## config.mk

```make
export PLATFORM = sky130hd
export DESIGN_NAME = rs_pool
export DESIGN_NICKNAME = d
export VERILOG_FILES = /design/src/rtl/rs_pool.sv
export SDC_FILE = /design/constraint.sdc
export NUM_CORES = 1
export LEC_CHECK = 0
export BUFFER_PORTS_ARGS = -buffer_cell sky130_fd_sc_hd__buf_2
export CAP_MARGIN = 20
export CORE_MARGIN = 1.5
export CORE_UTILIZATION = 30
export DETAILED_ROUTE_END_ITERATION = 10
export HOLD_SLACK_MARGIN = 0.08
export PLACE_DENSITY = 0.5
export SYNTH_ARGS = -nofsm -noshare
export SYNTH_HDL_FRONTEND = slang
export SYNTH_SLANG_ARGS = --single-unit
```

## constraint.sdc

```tcl
create_clock -name clk_i -period 8.9 [get_ports clk_i]
set_clock_uncertainty 0.15 [all_clocks]
set_input_delay 1.335 -clock clk_i [delete_from_list [all_inputs] [get_ports clk_i]]
set_output_delay 1.335 -clock clk_i [all_outputs]
set_load 0.02 [all_outputs]
```

## src/rtl/rs_pool.sv

```systemverilog
module rs_pool #(
  parameter int ENTRIES = 4,
  parameter int TAG_W   = 4,
  parameter int DATA_W  = 16,
  parameter int OP_W    = 4
) (
  input  logic              clk_i,
  input  logic              rst_ni,
  input  logic              flush_i,
  input  logic [TAG_W-1:0]  rob_head_i,
  input  logic              issue_valid_i,
  input  logic [OP_W-1:0]   issue_op_i,
  input  logic [TAG_W-1:0]  issue_dst_i,
  input  logic              issue_a_rdy_i,
  input  logic [TAG_W-1:0]  issue_a_tag_i,
  input  logic [DATA_W-1:0] issue_a_val_i,
  input  logic              issue_b_rdy_i,
  input  logic [TAG_W-1:0]  issue_b_tag_i,
  input  logic [DATA_W-1:0] issue_b_val_i,
  output logic              full_o,
  input  logic              cdb_valid_i,
  input  logic [TAG_W-1:0]  cdb_tag_i,
  input  logic [DATA_W-1:0] cdb_value_i,
  output logic              dispatch_valid_o,
  output logic [OP_W-1:0]   dispatch_op_o,
  output logic [TAG_W-1:0]  dispatch_dst_o,
  output logic [DATA_W-1:0] dispatch_a_o,
  output logic [DATA_W-1:0] dispatch_b_o
);
  localparam int IDX_W = (ENTRIES > 1) ? $clog2(ENTRIES) : 1;

  logic [ENTRIES-1:0] busy_q, sent_q, a_rdy_q, b_rdy_q, ready;
  logic [OP_W-1:0]    op_q  [ENTRIES];
  logic [TAG_W-1:0]   dst_q [ENTRIES];
  logic [TAG_W-1:0]   a_tag_q [ENTRIES];
  logic [TAG_W-1:0]   b_tag_q [ENTRIES];
  logic [DATA_W-1:0]  a_val_q [ENTRIES];
  logic [DATA_W-1:0]  b_val_q [ENTRIES];
  logic [TAG_W-1:0]   age [ENTRIES];

  logic [IDX_W-1:0] alloc_idx, sel_idx;
  logic             free_found, sel_found;
  logic [TAG_W-1:0] best_age;
  logic             do_issue;
  logic             a_hit_new, b_hit_new;

  for (genvar g = 0; g < ENTRIES; g++) begin : g_ent
    assign ready[g] = busy_q[g] & ~sent_q[g] & a_rdy_q[g] & b_rdy_q[g];
    assign age[g]   = dst_q[g] - rob_head_i;
  end

  assign full_o    = &busy_q;
  assign do_issue  = issue_valid_i & ~full_o & ~flush_i;
  assign a_hit_new = cdb_valid_i & ~issue_a_rdy_i & (cdb_tag_i == issue_a_tag_i);
  assign b_hit_new = cdb_valid_i & ~issue_b_rdy_i & (cdb_tag_i == issue_b_tag_i);

  always_comb begin
    free_found = 1'b0;
    alloc_idx  = '0;
    for (int i = 0; i < ENTRIES; i++) begin
      if (!busy_q[i] && !free_found) begin
        free_found = 1'b1;
        alloc_idx  = IDX_W'(i);
      end
    end
  end

  always_comb begin
    sel_found = 1'b0;
    sel_idx   = '0;
    best_age  = '1;
    for (int i = 0; i < ENTRIES; i++) begin
      if (ready[i] && (!sel_found || age[i] < best_age)) begin
        sel_found = 1'b1;
        sel_idx   = IDX_W'(i);
        best_age  = age[i];
      end
    end
  end

  assign dispatch_valid_o = sel_found;
  assign dispatch_op_o    = op_q[sel_idx];
  assign dispatch_dst_o   = dst_q[sel_idx];
  assign dispatch_a_o     = a_val_q[sel_idx];
  assign dispatch_b_o     = b_val_q[sel_idx];

  always_ff @(posedge clk_i) begin
    if (!rst_ni || flush_i) begin
      busy_q <= '0;
      sent_q <= '0;
    end else begin
      for (int i = 0; i < ENTRIES; i++) begin
        if (busy_q[i]) begin
          if (cdb_valid_i && !a_rdy_q[i] && cdb_tag_i == a_tag_q[i]) begin
            a_rdy_q[i] <= 1'b1;
            a_val_q[i] <= cdb_value_i;
          end
          if (cdb_valid_i && !b_rdy_q[i] && cdb_tag_i == b_tag_q[i]) begin
            b_rdy_q[i] <= 1'b1;
            b_val_q[i] <= cdb_value_i;
          end
          if (sel_found && sel_idx == IDX_W'(i))
            sent_q[i] <= 1'b1;
          if (cdb_valid_i && sent_q[i] && cdb_tag_i == dst_q[i]) begin
            busy_q[i] <= 1'b0;
            sent_q[i] <= 1'b0;
          end
        end else if (do_issue && alloc_idx == IDX_W'(i)) begin
          busy_q[i]  <= 1'b1;
          sent_q[i]  <= 1'b0;
          op_q[i]    <= issue_op_i;
          dst_q[i]   <= issue_dst_i;
          a_tag_q[i] <= issue_a_tag_i;
          b_tag_q[i] <= issue_b_tag_i;
          a_rdy_q[i] <= issue_a_rdy_i | a_hit_new;
          b_rdy_q[i] <= issue_b_rdy_i | b_hit_new;
          a_val_q[i] <= a_hit_new ? cdb_value_i : issue_a_val_i;
          b_val_q[i] <= b_hit_new ? cdb_value_i : issue_b_val_i;
        end
      end
    end
  end

  // a full pool ignores issue
  a_r2_full_drops_issue: assert property (@(posedge clk_i) disable iff (!rst_ni)
    (full_o && issue_valid_i && !cdb_valid_i && !flush_i) |=> $stable(busy_q));

  // flush empties the pool
  a_r8_flush_empties: assert property (@(posedge clk_i) disable iff (!rst_ni)
    flush_i |=> (busy_q == '0));

  // a dispatched entry is marked so it cannot dispatch again
  a_r7_dispatch_marks_sent: assert property (@(posedge clk_i) disable iff (!rst_ni)
    (dispatch_valid_o && !flush_i) |=> sent_q[$past(sel_idx)]);

  for (genvar g = 0; g < ENTRIES; g++) begin : g_chk
    // release only by a broadcast or a flush
    a_r7_release_by_cdb: assert property (@(posedge clk_i) disable iff (!rst_ni)
      $fell(busy_q[g]) |-> $past(cdb_valid_i || flush_i));
  end
endmodule

```

; Yosys cells after proc, flatten, opt, wreduce, memory -nomap -nowiden
; Memories as Yosys holds them, arrays and structs flattened.
; Cells that the tools add are included.
[word_totals]
mem_bits_rw = 192
input_bits = 79
regBits = 16
mem_count = 6
wordCells = 343
output_inout_bits = 42
[memory_table]
columns = name, depth, width, rd, rd_ports_with_merged_regs, write_ports, line
row1 = a_val_q, 4, 16, 1, 0, 4, 37  ; logic [DATA_W-1:0] a_val_q [ENTRIES];
row2 = b_val_q, 4, 16, 1, 0, 4, 38  ; logic [DATA_W-1:0] b_val_q [ENTRIES];
row3 = a_tag_q, 4, 4, 4, 0, 1, 35  ; logic [TAG_W-1:0] a_tag_q [ENTRIES];
row4 = b_tag_q, 4, 4, 4, 0, 1, 36  ; logic [TAG_W-1:0] b_tag_q [ENTRIES];
row5 = dst_q, 4, 4, 5, 0, 1, 34  ; logic [TAG_W-1:0] dst_q [ENTRIES];
row6 = op_q, 4, 4, 1, 0, 1, 33  ; logic [OP_W-1:0] op_q [ENTRIES];
[op_classes]
eq_ne = 32
addsub = 4
bitwise_logic = 37
mux = 158
reduce_logical = 90
order_cmp = 3
[op_table]
columns = operator, n
row1 = 16-bit 2-to-1 mux, 10
row2 = 1-bit 2-to-1 mux, 117
row3 = 4-bit 2-to-1 mux, 15
row4 = 4-bit equality test, 14
row5 = 4-bit OR reduction, 12
row6 = 1-bit logical AND, 38
row7 = 2-bit 2-to-1 mux, 16
row8 = 3-bit AND reduction, 8
row9 = 1-bit bitwise AND, 18
row10 = 1-bit zero test, 17
row11 = 2-bit by 1-bit inequality test with 1-bit output (second input constant), 8
row12 = 4-bit subtractor, 4
row13 = 4-bit less-than comparator, 3
row14 = 3-bit by 1-bit inequality test with 1-bit output (second input constant), 4
row15 = 1-bit OR, 10
row16 = 1-bit inverter, 9
row17 = 2-bit equality test (second input constant), 4
row18 = 2-bit AND reduction, 4
row19 = 2-bit nonzero test, 4
row20 = 2-bit by 1-bit equality test with 1-bit output (second input constant), 2
row21 = 2-bit zero test, 2
row22 = 1-bit logical OR, 4
row23 = 4-bit AND reduction, 1

; Logic depth before layout (Yosys ltp)
; Gate-level depths: netlist of the first run.
[depth]
word_depth = 22
depth_mapped = 28
depth_no_buf = 24

; Worst setup path after synthesis of the first run
; OpenSTA, ideal clock, no wires.
[synth_timing]
path_type = input to output
from = in rob_head_i[1]
to = out dispatch_a_o[10]
path_stages = 26
setup_slack_ns = 0.638
t_required_ns = 7.415
t_arrival_ns = 6.777
path_cell_list = inv_1 ha_1 nor2b_1 o21ai_0 a21o_1 a21oi_1 ha_1 nand2_1 o21ai_1 clkbuf_1 nor2_1 or2_2 ha_1 a211o_1 nor2_1 o21a_2 buf_2 clkbuf_1 nor2_1 nand2_1 o21ai_0 ha_1 o2111ai_1 o221ai_1 buf_2 mux2i_1
[synth_between]
elab_chain_cells = 15
elab_cells_between_ends = 24
cone_classes = add/sub: 4 / order compare: 3 / mux: 8 / reduce/logical: 8 / memory: 1
[synth_rtl]
columns = item, line
row1 = "start, declared", 10  ; input logic [TAG_W-1:0] rob_head_i,
row2 = 4-bit subtractor, 49  ; assign age[g] = dst_q[g] - rob_head_i;
row3 = 4-bit 2-to-1 mux, 73  ; if (ready[i] && (!sel_found || age[i] < best_age)) begin
row4 = 4-bit less-than comparator, 73
row5 = 1-bit logical OR, 73
row6 = 1-bit logical AND, 73
row7 = 4-bit 2-to-1 mux or 1-bit 2-to-1 mux (tied branches), 73
row8 = 4-bit less-than comparator or 1-bit zero test (tied branches), 73
row9 = 1-bit logical OR, 73
row10 = 1-bit logical AND, 73
row11 = 4-bit 2-to-1 mux or 1-bit 2-to-1 mux (tied branches), 73
row12 = 4-bit less-than comparator or 1-bit zero test (tied branches), 73
row13 = 1-bit logical OR, 73
row14 = 1-bit logical AND, 73
row15 = 2-bit 2-to-1 mux (*), 73
row16 = memory 4 x 16 bit (*), --
row17 = "end, declared", 27  ; output logic [DATA_W-1:0] dispatch_a_o,
; Mark *: on every way between the ends. The rest lies on a longest branch, timed or not.

; Worst setup path in the final report of the first run
[layout_timing]
from = in rob_head_i[0]
to = out dispatch_b_o[0]
[layout_between]
elab_chain_cells = 15
elab_cells_between_ends = 24
cone_classes = add/sub: 4 / order compare: 3 / mux: 8 / reduce/logical: 8 / memory: 1
[layout_rtl]
columns = item, line
row1 = 4-bit subtractor, 49
row2 = 4-bit 2-to-1 mux, 73
row3 = 4-bit less-than comparator, 73
row4 = 1-bit logical OR, 73
row5 = 1-bit logical AND, 73
row6 = 4-bit 2-to-1 mux or 1-bit 2-to-1 mux (tied branches), 73
row7 = 4-bit less-than comparator or 1-bit zero test (tied branches), 73
row8 = 1-bit logical OR, 73
row9 = 1-bit logical AND, 73
row10 = 4-bit 2-to-1 mux or 1-bit 2-to-1 mux (tied branches), 73
row11 = 4-bit less-than comparator or 1-bit zero test (tied branches), 73
row12 = 1-bit logical OR, 73
row13 = 1-bit logical AND, 73
row14 = 2-bit 2-to-1 mux (*), 73
row15 = memory 4 x 16 bit (*), --
row16 = "end, declared", 28  ; output logic [DATA_W-1:0] dispatch_b_o
; Marked as above.

==> reports/metrics.csv, run 1 <==
metric;value;unit
Final Cycle Share;94.8;%
die width;197;um
WP data arrival;6.96;ns
Crit Path Class;primary input to output port;
sequential share of power;48.3;%
Worst Setup SP;rob_head_i[0];
RSZ-0062 raised after global routing;no;
worst path bufs/invs;6;
clock sink count;208;
Post-Syn Area;11200;um^2
crit-path leading delay family;compound AO/OA/AOI/OAI gates;
die area;38600;um^2
startpoint types;primary input;
crit-path max FO;15;
outcome;finished, final reports clean;
Worst IR Drop VDD;0.000139;V
total gr overflow;0;
most common cell after layout, fill and taps aside;edfxtp_1;
vias in the first global route;7663;
hold path depth;2;
Cell Rows;70;
FF-to-FF setup slack;3.24;ns
Antenna Violating Nets Remaining;0;
metal1 wirelength;15300;um
most frequent cells in the layout;edfxtp_1, mux2_2, buf_2, inv_1, nor4_1;
Hold WC Path Type;register to register;
Detailed Routing Iterations Pass 1;5;
routability cong.;0.808;
Layout area overhead;18.6;%
worst slew pin tran;1.09;ns
core area;36800;um^2
Clock power frac;44.5;%
CTS Buf Count;26;
WL final;33100;um
routed wl met3;1240;um
initial antenna violation count;3;
via count;7544;
Req. time, crit path;7.41;ns
reg2reg start;dst_q[1][0];
asr flop ratio synth;0;%
post-cts sizing count;0;
DR vias/cell;5.07;
met2 WL post-DR;16100;um
Final Hold Fails;0;
max-slew violations;0;
overall routing resource usage;17.2;%
Post-Layout Cell Count;1489;
Comb pwr share;7.3;%
Max stage delay on crit path;0.39;ns
Nets;1104;
maximum clock rate;118;MHz
syn avg cell area;12.9;um^2
DRT iter0 DRCs;479;
Die Y;197;um
Yosys reg bits;208;
CP Capture Type;output port;
placed cells;1433;
leakage;0.00520;uW
Max-slew headroom;27.4;%
Max Cap Violations;0;
register area share after synthesis;54.9;%
Syn Nets;977;
setup TNS;0;ns
dpl hpwl;21800;um
Sw Share;23.0;%
Ys Warns;0;
CP dominant cell by count;ha_1;
Power Internal;1730;uW
Final min period;8.44;ns
crit path cell chain;buf_2, ha_1, inv_1, fa_1, xnor2_1, inv_1, ha_1, a21o_1, a31oi_1, o21a_1, mux2_2, ha_1, o21ai_0, a22o_1, o21a_2, or2_2, o31a_1, ha_1, o2111ai_1, o221ai_4, buf_12, buf_4, mux2i_1, buf_2;
CTS Root Buffer Type;clkbuf_16;
uppermost layer routed;met5;
share of cells above drive strength 1;33.3;%
r2r endpoint;sent_q[3];
largest net degree at the start of global routing;42;
WHS;0.363;ns
CTS tree;built;
worst min-delay path startpoint;sent_q[1];
routed len/inst;22.3;um
IO Count;121;
clock-pin slew on the worst setup and hold paths;0.06;ns
Post-synth EDFFs;200;
Endpoint, Worst Hold;sent_q[1];
Worst-Skew Late Latency;0.53;ns
Buffers on Ports;120;
switching power total;517;uW
first-pass GRT wire length;49400;um
initial core utilization;30.6;%
maximum clock path buffer count;3;
DRC Markers;0;
pwr/cell area;169;nW/um^2
dominant synthesized flop cell;edfxtp_1;
post-synth cell types;60;
critical path's slowest cell;mux2_2;
Final setup viols;0;
Mapped Cells;873;
CTS H-tree lvls;1;
path depth of the worst reg2reg path;21;
filler cell count;3613;
-- routing by layer --
| layer | track usage [%] | vias to the layer above |
|---|---|---|
| li1 | - | 3545 |
| met1 | 23.5 | 3796 |
| met2 | 29.4 | 162 |
| met3 | 2.22 | 37 |
| met4 | 3.42 | 4 |
| met5 | 0 | - |
-- power groups by stage --
stage | clock, uW | combinational [uW] | sequential, uW
finish | 1000 | 163 | 1090
global placement | 0 | 161 | 1110
detailed placement | 0 | 163 | 1110
floorplan | 0 | 94.6 | 1110
CTS | 1020 | 164 | 1090
global route | 1060 | 179 | 1090
-- Yosys cell counts, types with 3 or more instances --
master,count,area [um^2]
buf_4,6,45.0
o21a_1,4,30.0
fa_1,4,80.1
o41ai_1,9,78.8
nor2_1,25,93.8
or3_1,9,56.3
or2_2,3,18.8
xor2_1,37,324
and4b_1,3,30.0
buf_1,3,11.3
nor3_1,14,70.1
edfxtp_1,200,6010
inv_1,100,375
clkbuf_1,15,56.3
nor4_1,42,263
a21oi_1,15,75.1
buf_2,24,120
dfxtp_1,8,160
a221o_1,3,30.0
a21o_1,7,52.6
mux2_2,131,1480
mux2i_1,37,370
nand2_1,15,56.3
a211oi_1,3,22.5
xnor2_1,27,236
ha_1,21,263
nand3_1,16,80.1
nor2b_1,4,25.0
and3_1,3,18.8
o21ai_0,10,50.1
a221oi_1,36,315
and2_1,3,18.8
nand2b_1,4,25.0
-- what timing repair did --
item | 4_1_cts | 5_1_grt
endpoints found under the setup margin | 0 | 37
hold buffers | 0 | 0
hold endpoints to repair | 0 | 0
buffers inserted | 0 | 4
-- final cells by class --
| class | count | area [um^2] | area share, % |
|---|---|---|---|
| multi-input combinational | 516 | 4530 | 34.0 |
| timing repair buffer | 148 | 871 | 6.53 |
| tap | 468 | 586 | 4.39 |
| clock buffer | 32 | 694 | 5.21 |
| antenna | 1 | 2.50 | 0.0188 |
| clock inverter | 16 | 106 | 0.798 |
| inverter | 100 | 375 | 2.82 |
| sequential | 208 | 6170 | 46.3 |
-- worst reg2reg max path: stages, from the launching register on --
cell and delay, ns:
edfxtp_1 0.43, inv_1 0.12, ha_1 0.15, inv_1 0.06
fa_1 0.38, xnor2_1 0.21, inv_1 0.07, ha_1 0.32
a21o_1 0.17, a31oi_1 0.31, o21a_1 0.29, mux2_2 0.39
ha_1 0.30, o21ai_0 0.09, a22o_1 0.20, o21a_2 0.23
or2_2 0.39, o31a_1 0.27, ha_1 0.30, o2111ai_1 0.20
o221a_2 0.37, o21a_1 0.17
-- sequential cells by signal, summed over array words and instances (netlist names), 16 cells and up --
register and flops:
a_val_q 64, op_q 16, dst_q 16, b_tag_q 16
a_tag_q 16, b_val_q 64
-- how the worst max path moves through the flow --
stage               depth (start not counted)  slack [ns]          endpoint
floorplan                                  26        0.64  dispatch_a_o[10]
global placement                           23        0.23  dispatch_b_o[11]
detailed placement                         23         0.1   dispatch_b_o[0]
CTS                                        23        0.09  dispatch_b_o[12]
global route                               26        0.08  dispatch_b_o[12]
finish                                     24        0.46   dispatch_b_o[0]
-- cells by family (layout without fill, tap and decap cells) --
kind of cell | count (synthesis) | count (layout) | share of synthesized area [%]
mux | 169 | 169 | 16.5
buf+inv | 149 | 296 | 5.51
other cells | 0 | 1 | 0
flops | 208 | 208 | 54.9
xor+xnor | 64 | 64 | 4.99
simple gates | 152 | 152 | 7.67
compound gates | 106 | 106 | 7.39
fa+ha+maj | 25 | 25 | 3.05
-- per-stage QoR --
stage	util (%)	total power [uW]	worst slack, ns	instance area, um^2
after floorplan	-	1200	0.638	11200
after global placement	33.8	1270	0.229	12400
after detailed placement	33.8	1270	0.0969	12400
after CTS	36.0	2270	0.0914	13200
after global routing	36.2	2320	0.0831	13300
final	36.2	2250	0.459	13300
(Power assumes the default switching activity.)
==> run 2: changes to the inputs <==
CORE_ASPECT_RATIO = 1.2   (was unset)
CORE_UTILIZATION = 29   (was 30)
PLACE_DENSITY = 0.49   (was 0.5)
==> reports/metrics.csv, run 2 (synthesized netlist as in run 1, its figures left out) <==
metric;value;unit
worst path bufs/invs;6;
startpoint types;primary input;
most common cell after layout, fill and taps aside;edfxtp_1;
Detailed Routing Iterations Pass 1;4;
Clock power frac;43.6;%
Max-slew headroom;28.8;%
Antenna Violating Nets Remaining;0;
overall routing resource usage;17.1;%
Nets;1103;
Worst IR Drop VDD;0.000117;V
CP Capture Type;output port;
largest net degree at the start of global routing;37;
filler cell count;3754;
Die Y;219;um
Final min period;8.43;ns
initial antenna violation count;6;
CTS Root Buffer Type;clkbuf_16;
core area;38000;um^2
dpl hpwl;22800;um
Req. time, crit path;7.41;ns
pre-CTS WS;0.328;ns
final instance area;13400;um^2
DRC Markers;0;
pwr/cell area;166;nW/um^2
Core Util, Final;35.2;%
Final Cycle Share;94.7;%
Crit Path Class;primary input to output port;
Worst-Skew Late Latency;0.52;ns
CTS tree;built;
Comb pwr share;7.3;%
IO Count;121;
die area;39900;um^2
Final Hold Fails;0;
vias in the first global route;7816;
setup ws final;0.470;ns
initial core utilization;29.6;%
DRT iter0 DRCs;456;
die width;183;um
max-slew violations;0;
CTS Buf Count;25;
most frequent cells in the layout;edfxtp_1, mux2_2, buf_2, inv_1, nor4_1;
routed len/inst;22.6;um
Max Cap Violations;0;
biggest regs;a_val_q: 64 flops, b_val_q: 64 flops;
maximum clock path buffer count;3;
crit-path leading delay family;compound AO/OA/AOI/OAI gates;
Hold WC Path Type;register to register;
share of cells above drive strength 1;33.3;%
first-pass GRT wire length;50300;um
outcome;finished, final reports clean;
WL final;33800;um
crit path cell chain;buf_2, clkinvlp_4, fa_1, xnor2_1, inv_1, ha_1, a21o_1, a31oi_2, o21a_1, mux2_2, ha_1, o21ai_0, a22o_1, o21a_2, or2_2, o31a_1, ha_1, o2111ai_1, o221ai_4, buf_12, buf_12, mux2i_1, buf_2;
sequential share of power;49.0;%
Buffers on Ports;120;
Sw Share;22.3;%
CTS H-tree lvls;1;
clock-pin slew on the worst setup and hold paths;0.06;ns
CTS Hold Bufs;0;
CP dominant cell by count;ha_1;
maximum clock rate;119;MHz
Layout area overhead;18.8;%
Final Power;2220;uW
clock sink count;208;
Max stage delay on crit path;0.49;ns
leakage;0.00519;uW
Power Internal;1720;uW
DR vias/cell;5.01;
RSZ-0062 raised after global routing;no;
Cell Rows;78;
switching power total;494;uW
Area after DPL;12500;um^2
setup TNS;0;ns
crit-path max FO;21;
critical path's slowest cell;fa_1;
via count;7512;
Final setup viols;0;
routability cong.;0.874;
WP data arrival;6.94;ns
worst slew pin tran;1.07;ns
total gr overflow;0;
-- run 2: cell types whose count changed in the layout (fill, tap and decap cells not counted), moves of 3 or more --
cell	change
clkinv_2	-3
clkbuf_8	+3
clkinv_1	-4
clkbuf_1	+4
-- run 2: final cells by class --
class                           count  area [um^2]  area share [%]
Antenna cell                        2         5.00          0.0375
Clock buffer                       37          701            5.25
Clock inverter                      7         58.8           0.440
Inverter                          100          379            2.84
Multi-Input combinational cell    516         4540            34.0
Sequential cell                   208         6170            46.2
Tap cell                          480          601            4.50
Timing Repair Buffer              148          903            6.77
-- run 2: through the flow --
| stage | hold slack [ns] | instances |
|---|---|---|
| 6_report | 0.347 | 1498 |
| 5_1_grt | 0.381 | 1497 |
| 4_1_cts | 0.347 | 1494 |
| 3_5_place_dp | 0.336 | 1450 |
| 3_3_place_gp | 0.329 | 1447 |
| 2_1_floorplan | 0.292 | 873 |
-- run 2: worst min-delay path, stage by stage (launching register included) --
cell and delay [ns]:
dfxtp_1 0.34, inv_1 0.06, a21oi_1 0.05
-- run 2: path summary, 6_finish.rpt --
check,from,depth (start not counted),end,slack [ns]
min reg2reg,sent_q[2],2,sent_q[2],0.35
max reg2reg,dst_q[1][0],21,sent_q[3],3.25
max,rob_head_i[1],23,dispatch_a_o[1],0.47
min,sent_q[2],2,sent_q[2],0.35
-- run 2: what timing repair did --
item / in CTS / in global routing
setup buffers: 0 / 1
setup endpoints to repair: 0 / 24
gates resized for setup: 0 / 2
-- run 2: power groups by stage --
stage          clock [uW]  combinational, uW  sequential (uW)
6_report              967                162             1090
3_3_place_gp            0                161             1110
4_1_cts               987                164             1090
3_5_place_dp            0                162             1110
5_1_grt              1020                179             1090
2_1_floorplan           0               94.6             1110
-- run 2: routing by layer --
layer  vias to the layer above  global-route usage [%]  routed length (um)
li1                       3535                       -                   -
met1                      3748                    20.7               14200
met2                       173                    31.4               17400
met3                        48                    2.70                1520
met4                         8                    4.30                 657
met5                         -                       0                  62
